--- src/rtl/buck_gd_pkg.sv ---
package buck_gd_pkg;
  // Gate phases of the sequencer
  typedef enum logic [2:0] {
    PH_OFF     = 3'd0,
    PH_WAIT_HS = 3'd1,
    PH_HS      = 3'd2,
    PH_WAIT_LS = 3'd3,
    PH_LS      = 3'd4,
    PH_LS_DONE = 3'd5
  } phase_e;

  // Requested conduction side
  typedef enum logic [1:0] {
    CMD_NONE = 2'd0,
    CMD_HS   = 2'd1,
    CMD_LS   = 2'd2
  } cmd_e;

  localparam logic [1:0] LVL_LO = 2'b00;
  localparam logic [1:0] LVL_HI = 2'b01;
endpackage

--- src/rtl/bgd_enable_filter.sv ---
// Asymmetric run filter on the active-low disable input.
module bgd_enable_filter #(
  parameter int OFF_CYC = 10,
  parameter int ON_CYC  = 25
) (
  input  logic clk,
  input  logic rst_n,
  input  logic uvlo,
  input  logic dis_n,
  output logic run
);
  localparam int MAXC = (OFF_CYC > ON_CYC) ? OFF_CYC : ON_CYC;
  localparam int CW   = (MAXC > 1) ? $clog2(MAXC) : 1;

  logic [CW-1:0] cnt_q;
  logic [CW-1:0] lim;

  assign lim = run ? CW'(OFF_CYC - 1) : CW'(ON_CYC - 1);

  always_ff @(posedge clk) begin
    if (!rst_n || uvlo) begin
      run   <= 1'b0;
      cnt_q <= '0;
    end else if (dis_n == run) begin
      cnt_q <= '0;
    end else if (cnt_q == lim) begin
      run   <= ~run;
      cnt_q <= '0;
    end else begin
      cnt_q <= cnt_q + 1'b1;
    end
  end

  p_run_rise_r7: assert property (@(posedge clk) disable iff (!rst_n)
    $rose(run) |-> $past(dis_n));
  p_run_fall_r6: assert property (@(posedge clk) disable iff (!rst_n)
    $fell(run) |-> ($past(!dis_n) || $past(uvlo)));
endmodule

--- src/rtl/bgd_tri_holdoff.sv ---
// Parks the phase after a long enough stay at mid-level.
module bgd_tri_holdoff #(
  parameter int HOLD_CYC = 8
) (
  input  logic clk,
  input  logic rst_n,
  input  logic is_mid,
  output logic parked
);
  localparam int HW = (HOLD_CYC > 1) ? $clog2(HOLD_CYC) : 1;

  logic [HW-1:0] cnt_q;

  always_ff @(posedge clk) begin
    if (!rst_n || !is_mid) begin
      parked <= 1'b0;
      cnt_q  <= '0;
    end else if (!parked) begin
      if (cnt_q == HW'(HOLD_CYC - 1)) begin
        parked <= 1'b1;
        cnt_q  <= '0;
      end else begin
        cnt_q <= cnt_q + 1'b1;
      end
    end
  end

  p_park_needs_mid_r5: assert property (@(posedge clk) disable iff (!rst_n)
    $rose(parked) |-> $past(is_mid));
endmodule

--- src/rtl/bgd_phase_fsm.sv ---
// Gate sequencing with adaptive dead time and diode emulation.
module bgd_phase_fsm
  import buck_gd_pkg::*;
#(
  parameter int DT_CYC = 2
) (
  input  logic clk,
  input  logic rst_n,
  input  logic uvlo,
  input  logic run,
  input  logic parked,
  input  logic pwm_hi,
  input  logic pwm_lo,
  input  logic demu_en,
  input  logic zc,
  input  logic hs_low,
  input  logic ls_low,
  output logic hs_on,
  output logic ls_on
);
  localparam int DW = (DT_CYC > 1) ? $clog2(DT_CYC) : 1;

  phase_e        ph_q, ph_d;
  cmd_e          cmd_q, tgt;
  logic [DW-1:0] dt_q, dt_d;
  logic          dt_last;

  assign dt_last = (dt_q == DW'(DT_CYC - 1));

  always_comb begin
    if (!run || parked) tgt = CMD_NONE;
    else if (pwm_hi)    tgt = CMD_HS;
    else if (pwm_lo)    tgt = CMD_LS;
    else                tgt = cmd_q;
  end

  always_comb begin
    ph_d = ph_q;
    dt_d = '0;
    if (uvlo) begin
      ph_d = PH_OFF;
    end else begin
      case (ph_q)
        PH_OFF: begin
          if (tgt == CMD_HS)      ph_d = PH_WAIT_HS;
          else if (tgt == CMD_LS) ph_d = PH_WAIT_LS;
        end
        PH_WAIT_HS: begin
          if (tgt != CMD_HS) ph_d = (tgt == CMD_LS) ? PH_WAIT_LS : PH_OFF;
          else if (ls_low) begin
            if (dt_last) ph_d = PH_HS;
            else         dt_d = dt_q + 1'b1;
          end
        end
        PH_HS: begin
          if (tgt == CMD_LS)        ph_d = PH_WAIT_LS;
          else if (tgt == CMD_NONE) ph_d = PH_OFF;
        end
        PH_WAIT_LS: begin
          if (tgt != CMD_LS) ph_d = (tgt == CMD_HS) ? PH_WAIT_HS : PH_OFF;
          else if (demu_en && zc) ph_d = PH_LS_DONE;
          else if (hs_low) begin
            if (dt_last) ph_d = PH_LS;
            else         dt_d = dt_q + 1'b1;
          end
        end
        PH_LS: begin
          if (tgt == CMD_HS)        ph_d = PH_WAIT_HS;
          else if (tgt == CMD_NONE) ph_d = PH_OFF;
          else if (demu_en && zc)   ph_d = PH_LS_DONE;
        end
        PH_LS_DONE: begin
          if (tgt == CMD_HS)        ph_d = PH_WAIT_HS;
          else if (tgt == CMD_NONE) ph_d = PH_OFF;
        end
        default: ph_d = PH_OFF;
      endcase
    end
  end

  always_ff @(posedge clk) begin
    if (!rst_n) begin
      ph_q  <= PH_OFF;
      cmd_q <= CMD_NONE;
      dt_q  <= '0;
    end else begin
      ph_q  <= ph_d;
      cmd_q <= uvlo ? CMD_NONE : tgt;
      dt_q  <= dt_d;
    end
  end

  assign hs_on = (ph_q == PH_HS);
  assign ls_on = (ph_q == PH_LS);

  p_hs_after_sense_r3: assert property (@(posedge clk) disable iff (!rst_n)
    $rose(hs_on) |-> $past(ls_low));
  p_ls_after_sense_r3: assert property (@(posedge clk) disable iff (!rst_n)
    $rose(ls_on) |-> $past(hs_low));
  p_idle_when_stopped_r6: assert property (@(posedge clk) disable iff (!rst_n)
    (!run || parked) |=> (!hs_on && !ls_on));
  p_uvlo_empties_r10: assert property (@(posedge clk) disable iff (!rst_n)
    uvlo |=> (ph_q == PH_OFF));
  p_zero_cross_cut_r8: assert property (@(posedge clk) disable iff (!rst_n)
    (ls_on && demu_en && zc) |=> !ls_on);
endmodule

--- src/rtl/buck_gate_ctrl.sv ---
// Top: one-phase synchronous buck gate-drive sequencer.
module buck_gate_ctrl
  import buck_gd_pkg::*;
#(
  parameter int HOLD_CYC    = 8,
  parameter int DIS_OFF_CYC = 10,
  parameter int DIS_ON_CYC  = 25,
  parameter int DT_CYC      = 2
) (
  input  logic       clk,
  input  logic       rst_n,
  input  logic [1:0] pwm_lvl,
  input  logic       dis_n,
  input  logic       demu_n,
  input  logic       zc_flag,
  input  logic       uvlo,
  input  logic       hs_low_sense,
  input  logic       ls_low_sense,
  output logic       hs_gate,
  output logic       ls_gate
);
  logic run, parked, hs_on, ls_on;

  bgd_enable_filter #(.OFF_CYC(DIS_OFF_CYC), .ON_CYC(DIS_ON_CYC)) u_en (
    .clk(clk), .rst_n(rst_n), .uvlo(uvlo), .dis_n(dis_n), .run(run));

  bgd_tri_holdoff #(.HOLD_CYC(HOLD_CYC)) u_hold (
    .clk(clk), .rst_n(rst_n), .is_mid(pwm_lvl[1]), .parked(parked));

  bgd_phase_fsm #(.DT_CYC(DT_CYC)) u_fsm (
    .clk(clk), .rst_n(rst_n), .uvlo(uvlo), .run(run), .parked(parked),
    .pwm_hi(pwm_lvl == LVL_HI), .pwm_lo(pwm_lvl == LVL_LO),
    .demu_en(!demu_n), .zc(zc_flag),
    .hs_low(hs_low_sense), .ls_low(ls_low_sense),
    .hs_on(hs_on), .ls_on(ls_on));

  // Lockout clamps in the same cycle, ahead of the registered phase
  assign hs_gate = hs_on & ~uvlo;
  assign ls_gate = ls_on & ~uvlo;

  p_no_overlap_r4: assert property (@(posedge clk) disable iff (!rst_n)
    !(hs_gate && ls_gate));
endmodule

--- config.mk ---
export PLATFORM = sky130hd
export DESIGN_NAME = buck_gate_ctrl
export DESIGN_NICKNAME = d
export VERILOG_FILES = /design/src/rtl/buck_gd_pkg.sv /design/src/rtl/bgd_enable_filter.sv /design/src/rtl/bgd_tri_holdoff.sv /design/src/rtl/bgd_phase_fsm.sv /design/src/rtl/buck_gate_ctrl.sv
export SDC_FILE = /design/constraint.sdc
export NUM_CORES = 1
export LEC_CHECK = 0
export BUFFER_PORTS_ARGS = -buffer_cell sky130_fd_sc_hd__buf_2
export CAP_MARGIN = 10
export CELL_PAD_IN_SITES_DETAIL_PLACEMENT = 1
export CELL_PAD_IN_SITES_GLOBAL_PLACEMENT = 2
export CORE_MARGIN = 1.5
export CORE_UTILIZATION = 36
export CTS_CLUSTER_DIAMETER = 80
export DETAILED_ROUTE_END_ITERATION = 6
export PLACE_DENSITY_LB_ADDON = 0.1
export SYNTH_ARGS = -nofsm -noshare
export SYNTH_HDL_FRONTEND = slang
export SYNTH_SLANG_ARGS = --single-unit
export TNS_END_PERCENT = 100
--- constraint.sdc ---
create_clock -name clk -period 4.4 [get_ports clk]
set_input_delay 0.66 -clock clk [delete_from_list [all_inputs] [get_ports clk]]
set_output_delay 0.66 -clock clk [all_outputs]
set_load 0.1 [all_outputs]
* Word level (Yosys, flattened, before mapping)
Cells that the tools add are included.
** Storage, ports and cells
- Register bits :: 16
- Bits of input ports :: 10
- Output and inout bits :: 2
- Logic and storage cells :: 82
** Operators by class
- Add/sub/neg operators :: 3
- Eq/ne operators :: 19
- Muxes and demuxes :: 32
- Bitwise gates (word level) :: 6
- Reductions and logical operators :: 15
** Operators with widths (number)
- 3-bit two-way mux :: 16
- 3-bit one-hot mux with 6 select lines :: 1
- 3-bit == test (second input constant) :: 3
- 1-bit two-way mux :: 9
- 2-bit two-way mux :: 4
- 4-bit by 1-bit != test with 1-bit output (second input constant) :: 2
- 3-bit by 2-bit == test with 1-bit output (second input constant) :: 2
- 3-bit by 1-bit != test with 1-bit output (second input constant) :: 2
- 6-bit AND reduction :: 1
- 5-bit by 1-bit adder with 5-bit output (second input constant) :: 1
- 5-bit == test :: 1
- 5-bit two-way mux :: 1
- 2-bit by 1-bit == test with 1-bit output (second input constant) :: 2
- 1-bit logical NOT :: 4
- 2-bit logical NOT :: 2
- 4-bit by 2-bit != test with 1-bit output (second input constant) :: 1
- 1-bit NOT :: 4
- 3-bit by 1-bit adder with 3-bit output (second input constant) :: 1
- 3-bit by 1-bit == test with 1-bit output (second input constant) :: 1
- 3-bit logical NOT :: 1
- 1-bit logical OR :: 3
- 3-bit by 2-bit != test with 1-bit output (second input constant) :: 1
- 3-bit OR reduction :: 1
- 1-bit AND :: 2
- other kinds (9) :: 9

* Longest topological paths before layout
- Word-level depth :: 8
- Mapped depth :: 6
- Gate-level depth less buffers :: 5

* Hierarchy
A second synthesis with hierarchy kept.
** Second synthesis, totals
- Cells, all modules :: 112
- Area total of the unflattened synthesis :: 978.4 um^2
** By module, submodules not included
- bgd_phase_fsm :: times used 1, cells each 62, area an instance 493.0 um^2, seq. area each 120.1 um^2
- bgd_enable_filter :: times used 1, cells each 29, area an instance 292.8 um^2, seq. area each 120.1 um^2
- bgd_tri_holdoff :: times used 1, cells each 16, area an instance 158.9 um^2, seq. area each 80.1 um^2
- buck_gate_ctrl :: times used 1, cells each 5, area an instance 33.8 um^2, seq. area each 0.0 um^2

* Least setup slack after synthesis
Ideal clock, no wire load.
- Path type :: in2out
- Start point :: in uvlo
- End point :: out hs_gate
- Data arrival time :: 3478 ps
- Required time :: 3740 ps
- Path slack :: 262 ps
- Stages :: 1
- Path buffers :: 0
- Cell sequence :: nor4_1
** Between the ends
- Cells in the longest elaborated chain, start to end :: 2
** RTL lines
- start: declaration :: RTL line buck_gate_ctrl.sv:16 : input logic uvlo,
- 1-bit NOT :: RTL line buck_gate_ctrl.sv:38 : assign hs_gate = hs_on & ~uvlo;
- 1-bit AND :: RTL line buck_gate_ctrl.sv:38
- end: declaration :: RTL line buck_gate_ctrl.sv:19 : output logic hs_gate,
No other way between the ends.

* Worst setup path after layout
- Start point :: reg u_fsm.ph_q[1]
- End point :: out hs_gate
** Between the ends
- Cells in the longest elaborated chain, start to end :: 2
** RTL lines
- start: declaration :: RTL line bgd_phase_fsm.sv:23 : phase_e ph_q, ph_d;
- start signal: assignment :: RTL line bgd_phase_fsm.sv:87 : ph_q <= ph_d;
- 3-bit by 2-bit == test with 1-bit output :: RTL line bgd_phase_fsm.sv:93 : assign hs_on = (ph_q == PH_HS);
- 1-bit AND :: RTL line buck_gate_ctrl.sv:38
No other way between the ends.

==> flow_metrics.py <==
metrics = {
    "synthesis": {
        "yosysWarnings": 0,
        "avgSynthCellArea_um2": 8.529,
        "yosysTopAreaCellShare_pct": 34.45,
        "yosys_register_bits": 16,
        "synthArstFlopShare_pct": 0,
        "yosys.area.top_type": "dfxtp_1",
        "synth-simple-area-share_pct": 31.36,
        "synthCells": 109,
        "synth-adder-area-share_pct": 4.038,
        "yosysMostFrequentCell": "nor2_1",
        "synth-main-ff-cell": "dfxtp_1",
        "synth.area.top_cells": "dfxtp_1 34%, nor2_1 7.7%, ha_1 4.0%, a21oi_1 3.8%, nand2b_1 3.4%",
        "synth_top_family_by_area": "simple AND/OR/NAND/NOR gates",
        "synth_compound_area_share_pct": 19.65,
        "syn_nets": 122,
        "synth_common_cells": "19 x nor2_1, 16 x dfxtp_1, 8 x nand2_1",
        "synth.distinct_cells": 43,
        "syn_area_um2": 929.6,
        "yosysSeqAreaShare_pct": 34.45,
        "synth-edff-count": 0,
        "synthXorXnorAreaFrac_pct": 4.711,
        "synth_mux_area_share_pct": 3.230,
    },
    "routing": {
        "drc": 0,
        "ant_nets": 0,
        "firstDrtPassIters": 4,
        "num_vias": 814,
        "vias_per_cell": 5.355,
        "drt_iter0_markers": 7,
        "wire_per_inst_um": 13.58,
        "drt_wl_total_mm": 2.064,
    },
    "clock_tree": {
        "cts_root_buf": "clkbuf_4",
        "cts_resized": 0,
        "numCtsBuffers": 3,
        "h-tree-depth": 1,
        "clk_path_buf_depth": 2,
        "insertion_delay_ps": 290,
        "cts.clk_slew.worst_paths_ps": 100,
        "cts_hold_buf": 0,
        "post_cts_buffers": 0,
        "cts_tree": "yes",
        "cts_sinks": 16,
    },
    "global_route": {
        "antenna_found_initial": 0,
        "grt_pass1_wl_mm": 3.581,
        "grt_usage_pct": 17.08,
        "grt_pass1_vias": 787,
        "grt.overflow.total": 0,
        "grt_max_degree": 11,
    },
    "finish": {
        "num-nets-final": 136,
        "stdcell_area_um2": 1042,
        "area_growth_pct": 12.11,
        "drive_gt1_share_pct": 19.67,
        "diodes": 0,
        "finalNonFillerCells": 152,
    },
    "die": {
        "die_width_um": 53.82,
        "die-height_um": 53.82,
        "core_area_um2": 2455,
        "io_pins": 12,
        "rows": 18,
        "dieArea_um2": 2896,
        "start_util_pct": 37.87,
    },
    "timing": {
        "period_share_pct": 54.93,
        "slew_viol_final": 0,
        "period_needed_ps": 2417,
        "relSlewSlack_pct": 67.90,
        "fin_skew_ps": 6.472,
        "fmax_mhz": 413.7,
        "grt_setup_unrepaired": "false",
        "finalSetupViolations": 0,
        "worst_pin_slew_ps": 484.8,
        "hold_viol_final": 0,
        "fin_setup_tns_ps": 0,
        "holdWs_ps": 472.3,
    },
    "power": {
        "p_leak_uw": 0.0004181,
        "power_uw": 265.7,
        "p_per_area_nw_per_um2": 254.9,
        "irDropWorstVdd_mv": 0.1636,
    },
    "setup_path": {
        "required_ps": 3740,
        "rr_worst_depth": 5,
        "reg2reg_from": "u_fsm.ph_q[1]$_SDFFE_PP0P_",
        "critical_path_buf_inv_count": 2,
        "critPathTopFamily": "buffers and inverters",
        "crit_chain": "inv_1 > nor4_1 > buf_2",
        "crit_start": "u_fsm.ph_q[1]$_SDFFE_PP0P_",
        "endpoint_kind": "primary output",
        "path_max_fanout": 8,
        "crit_path_start_kind": "register",
        "critPathMaxStageDelay_ps": 490,
        "worstSetupPathType": "reg -> out",
        "critPathArrivalTime_ps": 1760,
        "slowest_stage": "dfxtp_1",
        "cp.depth": 3,
    },
    "place": {
        "io_buffers": 11,
        "dpl_cell_area_um2": 1006,
        "place.gp.congestion": 0.7724,
        "dp_hpwl_mm": 1.597,
        "dp_cells": 148,
    },
    "outcome": {
        "status": "completed",
    },
    "min_path": {
        "hold_path.startpoint": "u_fsm.dt_last$_SDFF_PP0_",
        "min-delay-path-class": "reg -> reg",
        "holdPathStages": 1,
    },
    "flow_run": {
        "maxCapViolations": 0,
    },
}
cell type report:
cell class	instances	area, um^2
Timing Repair Buffer	11	55.05
Sequential cell	16	320.3
Inverter	2	7.507
Multi-Input combinational cell	89	585.6
Fill cell	321	1413
Tap cell	30	37.54
Clock buffer	4	36.28
worst paths after layout:
path / end / slack [ps]
setup / recovery: hs_gate / 1980
hold / removal: u_fsm.dt_last$_SDFF_PP0_ / 470
setup reg to reg: u_fsm.ph_q[1]$_SDFFE_PP0P_ / 2830
hold reg to reg: u_fsm.dt_last$_SDFF_PP0_ / 470
worst reg2reg max path: cells and delay by family (launching register included):
| kind | cells | cell delay [ps] |
|---|---|---|
| simple gates | 2 | 380 |
| compound gates | 3 | 620 |
| flops | 1 | 490 |
sequential cells by signal (all words and copies together) (netlist names):
| signal | flops |
|---|---|
| u_hold.parked | 1 |
| u_fsm.cmd_q | 2 |
| u_fsm.ph_q | 3 |
| u_hold.cnt_q | 3 |
| u_fsm.dt_last | 1 |
| u_en.run | 1 |
| u_en.cnt_q | 5 |
cells by family after synthesis:
family	after synthesis
AND/OR/NAND/NOR	54
AO/OA/AOI/OAI	24
flip-flops	16
XOR/XNOR	5
buffers and inverters	4
multiplexers	3
adder cells (fa/ha/maj)	3
power by group:
part	internal (uW)	leakage, uW	switching, uW
logic	7.57	0.000268	9.74
registers	146	0.000129	1.15
clock network	50.4	0.0000210	50.6
per-stage QoR:
step,utilization [%],setup WS [ps]
6_report,42.46,1983
5_1_grt,42.46,1919
4_1_cts,42.46,1984
3_5_place_dp,40.98,2294
3_3_place_gp,40.98,2361
2_1_floorplan,-,262.1
routing by layer:
layer	vias up	routed length [um]	track usage [%]
li1	420	-	-
met5	-	0	0
met2	9	903	26.02
met3	2	53	2.500
met4	0	21	5.128
met1	383	1085	24.70
cell usage in the layout (no fill, tap or decap), drive strengths merged, types with 2 or more instances in the layout:
cell type	Yosys	routed
inv	2	2
o211ai	3	3
nor2	19	19
o21ai	2	2
mux2i	3	3
dfxtp	16	16
buf	1	11
a21oi	7	7
o32ai	2	2
clkbuf	1	4
and3b	2	2
nand2b	5	5
nand2	9	9
ha	3	3
nor3	2	2
o21bai	2	2
nand3	4	4
and2b	3	3
xor2	3	3
xnor2	2	2
Note: power is estimated with default switching activity, not from simulation.
